[config.mk]
export PLATFORM = sky130hd
export DESIGN_NAME = ext_irq_pending
export DESIGN_NICKNAME = d
export VERILOG_FILES = /design/src/rtl/eirr_pkg.sv /design/src/rtl/eirr_bus_port.sv /design/src/rtl/eirr_pending.sv /design/src/rtl/eirr_mask.sv /design/src/rtl/eirr_req.sv /design/src/rtl/ext_irq_pending.sv
export SDC_FILE = /design/constraint.sdc
export NUM_CORES = 1
export LEC_CHECK = 0
export ABC_AREA = 1
export CAP_MARGIN = 10
export CORE_UTILIZATION = 55
export CTS_CLUSTER_DIAMETER = 50
export DETAILED_ROUTE_END_ITERATION = 10
export DONT_BUFFER_PORTS = 1
export PLACE_DENSITY = 0.79
export SETUP_SLACK_MARGIN = 0.2
export SLEW_MARGIN = 20
export SYNTH_ARGS = -nofsm -noshare
export SYNTH_HDL_FRONTEND = slang
export SYNTH_HIERARCHICAL = 1
export SYNTH_SLANG_ARGS = --single-unit
[constraint.sdc]
create_clock -name clk -period 0.88 [get_ports clk]
set_input_delay 0.044 -clock clk [delete_from_list [all_inputs] [get_ports clk]]
set_output_delay 0.044 -clock clk [all_outputs]
set_load 0.01 [all_outputs]
[src/rtl/eirr_pkg.sv]
// Package: shared constants and types for the external interrupt pending block.
// Assumes bus lanes are 32 bits wide and carry one byte enable per byte.
package eirr_pkg;
    localparam int LANE_BITS  = 32;
    localparam int LANE_BYTES = LANE_BITS / 8;

    // Decoded kind of bus access in the current cycle
    typedef enum logic [1:0] {
        OP_IDLE  = 2'd0,
        OP_READ  = 2'd1,
        OP_WRITE = 2'd2
    } bus_op_e;
endpackage

[src/rtl/eirr_bus_port.sv]
// Bus slave port: decodes a word access, turns a posted bit number into a
// one-hot set vector, and registers read data.
// Assumes REG_W is a multiple of 32 and a power of two; one access per cycle.
module eirr_bus_port
    import eirr_pkg::*;
#(
    parameter int REG_W = 32
) (
    input  logic               clk,
    input  logic               rst_n,
    input  logic               bus_valid,
    input  logic               bus_write,
    input  logic [REG_W/8-1:0] bus_be,
    input  logic [REG_W-1:0]   bus_wdata,
    input  logic [REG_W-1:0]   pend_q,
    output logic [REG_W-1:0]   post_vec,
    output logic [REG_W-1:0]   bus_rdata
);
    localparam int LANES = REG_W / LANE_BITS;
    localparam int BE_W  = REG_W / 8;
    localparam int IDX_W = $clog2(REG_W);

    logic [LANES-1:0]     lane_hit;
    logic [LANE_BITS-1:0] lane_word;
    logic                 be_ok;
    logic [IDX_W-1:0]     bit_idx;
    bus_op_e              op;

    // One legal strobe pattern per aligned lane
    for (genvar g = 0; g < LANES; g++) begin : g_lane
        assign lane_hit[g] = (bus_be == (BE_W'({LANE_BYTES{1'b1}}) << (LANE_BYTES * g)));
    end

    assign be_ok = |lane_hit;

    // Purpose: classify the access in this cycle
    always_comb begin
        if (!bus_valid)     op = OP_IDLE;
        else if (bus_write) op = OP_WRITE;
        else                op = OP_READ;
    end

    // Purpose: gather the data word of the enabled lane
    always_comb begin
        lane_word = '0;
        for (int l = 0; l < LANES; l++) begin
            if (lane_hit[l]) lane_word = lane_word | bus_wdata[LANE_BITS*l +: LANE_BITS];
        end
    end

    // Purpose: complement of the number modulo width gives the physical bit
    always_comb begin
        bit_idx = IDX_W'((~lane_word) % LANE_BITS'(REG_W));
    end

    // Purpose: one-hot set request for a legal posting write
    always_comb begin
        post_vec = '0;
        if (op == OP_WRITE && be_ok) post_vec[bit_idx] = 1'b1;
    end

    // Purpose: register read data; illegal strobes read as zero
    always_ff @(posedge clk) begin
        if (!rst_n)                bus_rdata <= '0;
        else if (op == OP_READ)    bus_rdata <= be_ok ? pend_q : '0;
    end

    a_r1_single_bit: assert property (@(posedge clk) disable iff (!rst_n)
        $onehot0(post_vec));
    a_r2_bad_be_no_post: assert property (@(posedge clk) disable iff (!rst_n)
        (bus_valid && !be_ok) |-> (post_vec == '0));
    a_r2_bad_be_reads_zero: assert property (@(posedge clk) disable iff (!rst_n)
        (bus_valid && !bus_write && !be_ok) |=> (bus_rdata == '0));
    a_r3_read_returns_pending: assert property (@(posedge clk) disable iff (!rst_n)
        (bus_valid && !bus_write && be_ok) |=> (bus_rdata == $past(pend_q)));
endmodule

[src/rtl/eirr_pending.sv]
// Pending register: collects bus posts and timer pulses, and clears bits
// named by a control-port write. Sets win over clears on the same bit.
// Assumes at most one bus post per cycle; the timer owns the top bit.
module eirr_pending #(
    parameter int REG_W = 32
) (
    input  logic             clk,
    input  logic             rst_n,
    input  logic [REG_W-1:0] post_vec,
    input  logic             timer_alarm,
    input  logic             clr_en,
    input  logic [REG_W-1:0] clr_val,
    output logic [REG_W-1:0] pend_q
);
    localparam int TOP = REG_W - 1;

    logic [REG_W-1:0] set_vec;
    logic [REG_W-1:0] clr_vec;
    logic [REG_W-1:0] pend_n;

    // Purpose: merge the two sources of new interrupts
    always_comb begin
        set_vec      = post_vec;
        set_vec[TOP] = post_vec[TOP] | timer_alarm;
    end

    // Purpose: clear mask is active only on a control-port write
    always_comb begin
        clr_vec = clr_en ? clr_val : '0;
    end

    // Purpose: clear first, then set, so posted bits are never lost
    always_comb begin
        pend_n = (pend_q & ~clr_vec) | set_vec;
    end

    // Purpose: state register
    always_ff @(posedge clk) begin
        if (!rst_n) pend_q <= '0;
        else        pend_q <= pend_n;
    end

    a_r8_set_wins: assert property (@(posedge clk) disable iff (!rst_n)
        (set_vec != '0) |=> ((pend_q & $past(set_vec)) == $past(set_vec)));
    a_r4_clear_takes: assert property (@(posedge clk) disable iff (!rst_n)
        clr_en |=> ((pend_q & $past(clr_val & ~set_vec)) == '0));
    a_r4_keeps_others: assert property (@(posedge clk) disable iff (!rst_n)
        1'b1 |=> ((pend_q & $past(pend_q & ~clr_vec)) == $past(pend_q & ~clr_vec)));
    a_r7_timer_top: assert property (@(posedge clk) disable iff (!rst_n)
        timer_alarm |=> pend_q[TOP]);
endmodule

[src/rtl/eirr_mask.sv]
// Enable mask: loaded whole by a control-port write, otherwise held.
// Assumes no partial-write semantics on the control port.
module eirr_mask #(
    parameter int REG_W = 32
) (
    input  logic             clk,
    input  logic             rst_n,
    input  logic             load,
    input  logic [REG_W-1:0] load_val,
    output logic [REG_W-1:0] mask_q
);
    // Purpose: replace the mask on a write
    always_ff @(posedge clk) begin
        if (!rst_n)    mask_q <= '0;
        else if (load) mask_q <= load_val;
    end

    a_r5_mask_load: assert property (@(posedge clk) disable iff (!rst_n)
        load |=> (mask_q == $past(load_val)));
    a_r5_mask_hold: assert property (@(posedge clk) disable iff (!rst_n)
        !load |=> $stable(mask_q));
endmodule

[src/rtl/eirr_req.sv]
// Request generator: registers the OR of enabled pending bits as a level
// to the core. Assumes the core tolerates one cycle of extra latency.
module eirr_req #(
    parameter int REG_W = 32
) (
    input  logic             clk,
    input  logic             rst_n,
    input  logic [REG_W-1:0] pend_q,
    input  logic [REG_W-1:0] mask_q,
    output logic             irq_req
);
    logic live;

    // Purpose: any pending bit that is also enabled
    always_comb begin
        live = |(pend_q & mask_q);
    end

    // Purpose: registered level output
    always_ff @(posedge clk) begin
        if (!rst_n) irq_req <= 1'b0;
        else        irq_req <= live;
    end

    a_r6_req_follows: assert property (@(posedge clk) disable iff (!rst_n)
        $past(rst_n) |-> (irq_req == (($past(pend_q) & $past(mask_q)) != '0)));
    a_r6_no_req_when_masked: assert property (@(posedge clk) disable iff (!rst_n)
        (mask_q == '0) |=> !irq_req);
endmodule

[src/rtl/ext_irq_pending.sv]
// Top: per-core external interrupt pending register with enable mask,
// a system-bus posting port, a control-register port and a timer input.
// Assumes REG_W is 32 or 64 and the bus issues single-cycle accesses.
module ext_irq_pending #(
    parameter int REG_W = 32
) (
    input  logic               clk,
    input  logic               rst_n,
    input  logic               bus_valid,
    input  logic               bus_write,
    input  logic [REG_W/8-1:0] bus_be,
    input  logic [REG_W-1:0]   bus_wdata,
    output logic [REG_W-1:0]   bus_rdata,
    input  logic               cpu_wr_pend,
    input  logic               cpu_wr_mask,
    input  logic [REG_W-1:0]   cpu_wdata,
    input  logic               timer_alarm,
    output logic [REG_W-1:0]   pend_q,
    output logic [REG_W-1:0]   mask_q,
    output logic               irq_req
);
    logic [REG_W-1:0] post_vec;

    eirr_bus_port #(.REG_W(REG_W)) u_bus (
        .clk       (clk),
        .rst_n     (rst_n),
        .bus_valid (bus_valid),
        .bus_write (bus_write),
        .bus_be    (bus_be),
        .bus_wdata (bus_wdata),
        .pend_q    (pend_q),
        .post_vec  (post_vec),
        .bus_rdata (bus_rdata)
    );

    eirr_pending #(.REG_W(REG_W)) u_pend (
        .clk         (clk),
        .rst_n       (rst_n),
        .post_vec    (post_vec),
        .timer_alarm (timer_alarm),
        .clr_en      (cpu_wr_pend),
        .clr_val     (cpu_wdata),
        .pend_q      (pend_q)
    );

    eirr_mask #(.REG_W(REG_W)) u_mask (
        .clk      (clk),
        .rst_n    (rst_n),
        .load     (cpu_wr_mask),
        .load_val (cpu_wdata),
        .mask_q   (mask_q)
    );

    eirr_req #(.REG_W(REG_W)) u_req (
        .clk     (clk),
        .rst_n   (rst_n),
        .pend_q  (pend_q),
        .mask_q  (mask_q),
        .irq_req (irq_req)
    );

    a_r9_reset_clean: assert property (@(posedge clk)
        !rst_n |=> (pend_q == '0 && mask_q == '0 && !irq_req && bus_rdata == '0));
endmodule

* Yosys cells after proc, flatten, opt, wreduce, memory -nomap -nowiden
Cells that the tools add are included.
** Storage, ports and cells
- Output and inout bits :: 97
- Register bits :: 97
- Logic and storage cells :: 26
- Input port bits :: 75
** Cells by class
- Eq/ne operators :: 3
- Order comparisons :: 2
- Mux-type cells :: 8
- Reductions and logical operators :: 3
- Bitwise operators :: 6
** Operators by type and width (count)
- 32-bit two-way mux :: 3
- 32-bit bitwise AND :: 2
- 32-bit NOT :: 1
- 32-bit OR :: 1
- 32-bit OR reduction :: 1
- 5-bit by 6-bit < comparator with 1-bit output, second input constant :: 1
- 1-bit demux with 5-bit select :: 1
- 5-bit by 1-bit >= comparator with 1-bit output, second input constant :: 1
- 5-bit two-way mux :: 1
- 5-bit NOT :: 1
- 4-bit == test, second input constant :: 1
- 2-bit two-way mux :: 2
- 2-bit by 1-bit == test with 1-bit output, second input constant :: 1
- 2-bit == test, second input constant :: 1
- 1-bit logical AND :: 2
- 1-bit two-way mux :: 1
- 1-bit OR :: 1

* Logic depth before layout (Yosys ltp)
Gate-level depths: netlist (run 1).
- Word-level depth :: 10
- Mapped depth :: 8
- Gate-level depth less buffers :: 7

* Cells and area by module
Netlist (run 1), hierarchy kept.
** Modules (own cells, without submodules)
- eirr_bus_port :: cells an instance 199, area an instance 1531.5 um^2, sequential area each 640.6 um^2, times used 1
- eirr_mask :: cells an instance 202, area an instance 1335.0 um^2, sequential area each 640.6 um^2, times used 1
- eirr_pending :: cells an instance 167, area an instance 1234.9 um^2, sequential area each 640.6 um^2, times used 1
- eirr_req :: cells an instance 65, area an instance 261.5 um^2, sequential area each 20.0 um^2, times used 1

* Least setup slack after synthesis (run 1)
OpenSTA, ideal clock, no wires.
- Path kind :: input to register
- Start point :: input bus_be[1]
- End point :: register u_pend.pend_q[31]
- Setup slack :: -0.047 ns
- Setup time :: 0.117 ns
- Required time :: 0.763 ns
- Cell stages on the path :: 8
- Buffers on the path :: 1
- Data arrival time :: 0.810 ns
- Cell sequence :: nand2_1 > nor2_8 > buf_12 > nand2_1 > nand2_1 > nor2_1 > nor2_1 > a21oi_1
** Between the ends
- Longest elaborated chain between the ends :: 10
- Elaborated cells between the ends (all ways) :: 12
- Those cells by class :: order compare: 2; eq/ne: 1; mux: 4; bitwise: 3; reduce/logical: 2
** Ends and longest elaborated chain
- start, declared :: line ext_irq_pending.sv:11 : input logic [REG_W/8-1:0] bus_be,
- 4-bit == test * :: line eirr_bus_port.sv:31 : assign lane_hit[g] = (bus_be == (BE_W'({LANE_BYTES{1'b1}}) << (LANE_BYTES * g)));
- 5-bit two-way mux :: line eirr_bus_port.sv:47 : if (lane_hit[l]) lane_word = lane_word | bus_wdata[LANE_BITS*l +: LANE_BITS];
- 5-bit NOT :: line eirr_bus_port.sv:53 : bit_idx = IDX_W'((~lane_word) % LANE_BITS'(REG_W));
- 5-bit by 6-bit < comparator with 1-bit output (not written as such) / 5-bit by 1-bit >= comparator with 1-bit output (equally long branches) :: line eirr_bus_port.sv:59 : if (op == OP_WRITE && be_ok) post_vec[bit_idx] = 1'b1;
- 1-bit logical AND (not written as such) :: line eirr_bus_port.sv:59
- 1-bit two-way mux (not written as such) :: line eirr_bus_port.sv:59
- 1-bit demux with 5-bit select
- 32-bit two-way mux * :: line eirr_bus_port.sv:59
- via post_vec[31] :: line ext_irq_pending.sv:22 : logic [REG_W-1:0] post_vec;
- 1-bit OR * :: line eirr_pending.sv:24 : set_vec[TOP] = post_vec[TOP] | timer_alarm;
- 32-bit OR * :: line eirr_pending.sv:34 : pend_n = (pend_q & ~clr_vec) | set_vec;
- end signal, assigned :: line eirr_pending.sv:40 : else pend_q <= pend_n;
- end, declared :: line eirr_pending.sv:13 : output logic [REG_W-1:0] pend_q
The timed path passes the listed nets; every way through them passes the cells marked *.
A chain may end at the register's enable or synchronous reset.

* Worst setup path in the final report (run 1)
- Start point :: register u_pend.pend_q[15]
- End point :: register u_req.irq_req
** Between the ends
- Longest elaborated chain between the ends :: 2
** Ends and longest elaborated chain
- 32-bit bitwise AND :: line eirr_req.sv:16 : live = |(pend_q & mask_q);
- 32-bit OR reduction :: line eirr_req.sv:16
- end signal, assigned :: line eirr_req.sv:22 : else irq_req <= live;
- end, declared :: line eirr_req.sv:10 : output logic irq_req
No other way between the ends.

==> impl_results.md, run 1 <==
* CP Max Fanout at 2
* Total CTS buffers at 9
* Seq/Total Area, Yosys at 0.445
* Placed cell count at 786
* Final Hold Fails at 89
* Buf/Inv on CP at 0
* Routed len/inst at 20.6 um
* # clock sinks at 97
* Clock Path Buffers at 2
* Worst-path cell chain: nand2_1 > nand2_1 > nor2_1 > nand2_1 > nor2_1 > a21oi_1
* Top cell by count, worst path: nand2_1
* Vias at 5065
* Overflow after GRT at 0
* CTS tree: built
* Worst Setup Start Kind: flop
* DRC at 0
* Area of the multi-input gates at 2670 um^2
* CORE AREA at 7690 um^2
* Final setup skew at 8.93 ps
* Hold WC Path Type: input port to flop
* RePlAce Congestion at 0.778
* DP Worst Slack at -112 ps
* Min cycle time layout at 1050 ps
* # rows at 32
* Final Hold Slack at -212 ps
* Die area at 8290 um^2
* Worst EP arrival at 1310 ps
* Delay-heaviest family, CP: simple AND/OR/NAND/NOR gates
* I/O Buffers at 0
* Post-synthesis cell count at 633
* Overall Power at 10.2 mW
* Final WS setup at -167 ps
* Slowest stage cell, crit path: dfxtp_2
* Die width at 91.1 um
* Placed Area at 4970 um^2
* Filler cells at 312
* Detailed-placement wirelength estimate at 8.01 mm
* Worst path max stage delay at 340 ps
* Final period util at 1.19
* PwrDens at 1470 nW/um^2
* Non-filler instance count after layout at 869
* Fin area at 6970 um^2
* Commonest cells after routing, fill and taps aside: 150 x nand2_1, 94 x dfxtp_2, 72 x inv_1, 66 x dlygate4sd3_1, 63 x a21oi_2
* DRT Pass-1 Iters at 5
* Top-Level Pins at 172
* Fin. max-slew vios at 0
* Type of destination of the critical path: flop
* Tightest Pin Transition at 334 ps
* Htree depth at 3
* Max frequency at 0.955 GHz
* Starting Density at 0.568
* Final core utilization at 0.907
* Worst skew pair latency at 370 ps
* Maximum vdd drop at 0.986 mV
* CTS Hold Bufs at 66
* Antenna cells at 0
* First-pass GRT wire length at 24.3 mm
* Vias/cell at 5.83
* Violated checks: hold timing, setup timing
* Layout cells sized above 1 at 0.498
* CP Data Required Time at 1140 ps
* Root Buffer: clkbuf_8
* Post-synthesis cell type count at 17
* Syn Nets at 708
* Setup CP Type: flop to flop
* Most common cell after layout, fill and taps aside: nand2_1
* MaxCap Viol Count at 0
* RSZ-0062 raised after global routing: true
* Layout Nets at 837
* Worst slew margin at 0.775
* ANT nets after route at 0
* Number of global-route vias before repair at 5094
* Layout area overhead at 59.8%
* Outcome: finished with violations
* Die Span Y at 91.1 um
* YS warnings at 6
* FF+latch area at 2070 um^2
* Synthesized cell area at 4360 um^2
* Global Route Usage Sum at 0.371
* Setup violations, final at 35
* Synthesized area per cell at 6.89 um^2
* Clock transition at path regs at 100 ps
* Number of synthesized register bits at 97
* Initial antenna violation count at 0
* Largest net degree at the start of global routing at 67
* DRT iter0 DRCs at 365
* Leak Pwr at 2.94 nW
* DRT Wirelength at 17.9 mm
final cells by class:
| cell class | count | area share |
|---|---|---|
| Tap cell | 102 | 0.0183 |
| Clock buffer | 10 | 0.0197 |
| Inverter | 72 | 0.0388 |
| Multi-Input combinational cell | 435 | 0.383 |
| Sequential cell | 97 | 0.297 |
| Timing Repair Buffer | 147 | 0.224 |
| Clock inverter | 6 | 0.0197 |
cell families (layout without fill, tap and decap cells):
logic type | Yosys count | in the layout | share of synthesized area
buffers and inverters | 101 | 235 | 0.114
flip-flops | 97 | 97 | 0.445
AO/OA/AOI/OAI | 98 | 98 | 0.118
AND/OR/NAND/NOR | 337 | 337 | 0.322
metrics by stage:
step	setup TNS [ps]	hold slack [ps]
final	-635	-212
after global routing	-2050	-219
after CTS	-154	-205
after detailed placement	-2430	171
after global placement	-1100	167
after floorplan	0	153
path summary, 6_finish.rpt:
check / start / end / slack (ps) / depth (start not counted)
min reg2reg: u_bus/bus_rdata[21] / u_bus/bus_rdata[21] / 550 / 2
min: rst_n / u_bus/bus_rdata[21] / -210 / 2
max reg2reg: u_pend/pend_q[15] / u_req/irq_req / -170 / 6
max: u_pend/pend_q[15] / u_req/irq_req / -170 / 6
worst reg2reg max path, delay by kind of cell, from the launching register on:
family           cells  cell delay (ps)
flip-flops           1              340
AO/OA/AOI/OAI        1               70
AND/OR/NAND/NOR      5              540
flip-flops by register name, indices dropped and copies added, names as in the netlist:
| name | count |
|---|---|
| u_bus/bus_rdata | 32 |
| u_req/irq_req | 1 |
| u_mask/mask_q | 32 |
| u_pend/pend_q | 32 |
cell usage after synthesis:
cell	count	area (um^2)
nor2_8	1	20.0
buf_6	11	124
clkbuf_1	4	15.0
nand2_2	1	6.26
a21oi_2	7	61.3
nor2_1	107	402
inv_1	72	270
nand4_2	9	113
buf_2	11	55.1
nand2_1	216	811
buf_4	2	15.0
dfxtp_1	97	1940
buf_12	1	20.0
o21ai_0	33	165
nor2_4	1	11.3
nand4_4	2	42.5
a21oi_1	58	290
routing by layer:
layer | wire [um] | vias up | share of wire | global-route usage
met5 | 0 | - | 0 | 0
met4 | 1090 | 0 | 0.061 | 0.189
met3 | 1590 | 122 | 0.089 | 0.0955
met2 | 9080 | 360 | 0.51 | 0.684
met1 | 6170 | 2384 | 0.34 | 0.387
li1 | - | 2199 | - | -
power by group:
part | leakage (nW) | switching (mW) | internal (mW)
clock network | 0.137 | 1.70 | 2.27
logic | 1.97 | 0.733 | 0.716
registers | 0.834 | 0.188 | 4.61
timing repair:
item | in CTS | in global routing
setup buffers | 0 | 1
setup endpoints to repair | 193 | 194
endpoints found under the hold margin | 97 | 91
resized for setup | 257 | 140
pin swaps | 68 | 57
No activity file was read; power rests on OpenSTA's default activity.
==> run 2: changes to the inputs <==
--- a/config.mk
+++ b/config.mk
@@ -12,6 +12,7 @@
 export DETAILED_ROUTE_END_ITERATION = 10
 export DONT_BUFFER_PORTS = 1
 export PLACE_DENSITY = 0.79
+export REMOVE_ABC_BUFFERS = 1
 export SETUP_SLACK_MARGIN = 0.2
 export SLEW_MARGIN = 20
 export SYNTH_ARGS = -nofsm -noshare
==> run 2 against run 1 <==
Against the previous run:
- the flow still finishes with violations (hold timing, setup timing)
- global-route usage down 2.0 points
- critical endpoint unchanged
- core utilization is 0.94 points lower
- critical path depth is the same
- highest routed layer unchanged
- hold slack gained 25 ps
- die area is the same
- combinational power is essentially flat
- setup slack worse by 62 ps
- via count shrank 0.55%
==> impl_results.md, run 2 (synthesis gave the netlist of run 1 again) <==
* # clock sinks at 97
* Final period util at 1.26
* Final Hold Slack at -186 ps
* DRT Wirelength at 18.0 mm
* Commonest cells after routing, fill and taps aside: 154 x nand2_1, 91 x dfxtp_2, 72 x inv_1, 71 x buf_6, 66 x dlygate4sd3_1
* Worst-path cell chain: nand2_1 > nand2_1 > nor2_1 > nand2_1 > nor2_2 > a21oi_1
* Worst Setup Start Kind: flop
* Worst path max stage delay at 340 ps
* Setup CP Type: flop to flop
* Worst EP arrival at 1360 ps
* Layout area overhead at 58.1%
* PwrDens at 1300 nW/um^2
* Total CTS buffers at 9
* Leak Pwr at 2.88 nW
* Detailed-placement wirelength estimate at 7.90 mm
* Die area at 8290 um^2
* Hold WC Path Type: input port to flop
* Die Span Y at 91.1 um
* Outcome: finished with violations
* DRT iter0 DRCs at 291
* RePlAce Congestion at 0.771
* Clock Path Buffers at 2
* Violated checks: hold timing, setup timing
* Type of destination of the critical path: flop
* # rows at 32
* CTS tree: built
* Vias at 5037
* Top-Level Pins at 172
* Fin. max-slew vios at 0
* I/O Buffers at 0
* Tightest Pin Transition at 397 ps
* Top cell by count, worst path: nand2_1
* Largest net degree at the start of global routing at 67
* Worst slew margin at 0.735
* ANT nets after route at 0
* Worst skew pair latency at 360 ps
* Psw at 2.54 mW
* Switching share of power at 0.284
* MaxCap Viol Count at 0
* Filler cells at 327
* Final WS setup at -229 ps
* Most common cell after layout, fill and taps aside: nand2_1
* Antenna cells at 0
* Clk network pwr share at 0.303
* Sequential Power Share at 0.535
* Final Hold Fails at 84
* Largest registers: u_bus/bus_rdata x32, u_mask/mask_q x32, u_pend/pend_q x32
* Routed len/inst at 20.6 um
* Max frequency at 0.902 GHz
* Vias/cell at 5.78
* Die width at 91.1 um
* CP Max Fanout at 2
* RSZ-0062 raised after global routing: true
* Starting Density at 0.568
* Slowest stage cell, crit path: dfxtp_2
* Layout Nets at 841
* DRT Pass-1 Iters at 5
* Final core utilization at 0.897
* Final setup skew at 10.7 ps
* DRC at 0
* CTS Hold Bufs at 66
* Overall Power at 8.96 mW
* CORE AREA at 7690 um^2
* Combinational power share at 0.162
* Number of global-route vias before repair at 5039
* Initial antenna violation count at 0
* Maximum vdd drop at 1.53 mV
* Min cycle time layout at 1110 ps
* First-pass GRT wire length at 23.2 mm
* Htree depth at 3
* Int Power at 6.41 mW
* Root Buffer: clkbuf_8
* Clock transition at path regs at 100 ps
* Global Route Usage Sum at 0.351
* Setup TNS at -525 ps
* CP Data Required Time at 1130 ps
* Setup violations, final at 16
* Overflow after GRT at 0
* Layout cells sized above 1 at 0.496
run 2: worst paths after layout:
check | from | cells past startpoint | slack, ps | end
setup / recovery | u_mask/mask_q[13] | 6 | -230 | u_req/irq_req
hold / removal | cpu_wr_mask | 2 | -190 | u_mask/mask_q[25]
setup reg to reg | u_mask/mask_q[13] | 6 | -230 | u_req/irq_req
hold reg to reg | u_bus/bus_rdata[29] | 2 | 550 | u_bus/bus_rdata[29]
run 2: through the flow:
stage | hold WS [ps] | instance area [um^2] | instances | setup slack [ps]
3_3_place_gp | 165 | 4890 | 786 | -190
5_1_grt | -188 | 6900 | 872 | -210
2_1_floorplan | 153 | 4130 | 604 | -322
4_1_cts | -195 | 6300 | 870 | -58.2
6_report | -186 | 6900 | 872 | -229
3_5_place_dp | 170 | 4890 | 786 | -279
run 2: power by group through the flow:
stage          registers, mW  logic (mW)  clock network [mW]
6_report                4.79        1.46                2.71
5_1_grt                 4.81        1.53                2.85
4_1_cts                 4.77        1.14                2.64
3_5_place_dp            4.82       0.754                   0
3_3_place_gp            4.81       0.720                   0
2_1_floorplan           4.87       0.385                   0
run 2: layer usage:
| layer | routed length, um | track usage |
|---|---|---|
| met1 | 6240 | 0.360 |
| met5 | 0 | 0 |
| met4 | 1060 | 0.157 |
| met2 | 9190 | 0.665 |
| met3 | 1470 | 0.0905 |
run 2: area by class of cell:
type                    count  area (um^2)  share of cell area
repair buffers            151         1610               0.233
clock buffers              11          141              0.0205
multi-input cells         435         2650               0.383
well taps                 102          128              0.0185
clock inverters             4         30.0             0.00435
inverters                  72          270              0.0392
flip-flops and latches     97         2070               0.301
run 2: critical path: cells and delay by family, from the launching register on:
kind	cells	cell delay [ps]
flops	1	340
simple gates	5	570
compound gates	1	80
run 2: timing repair:
action / 4_1_cts / 5_1_grt
setup buffers: 3 / 2
gates resized for setup: 237 / 180
endpoints found under the setup margin: 193 / 194
pin swaps: 42 / 54
hold endpoints to repair: 97 / 87
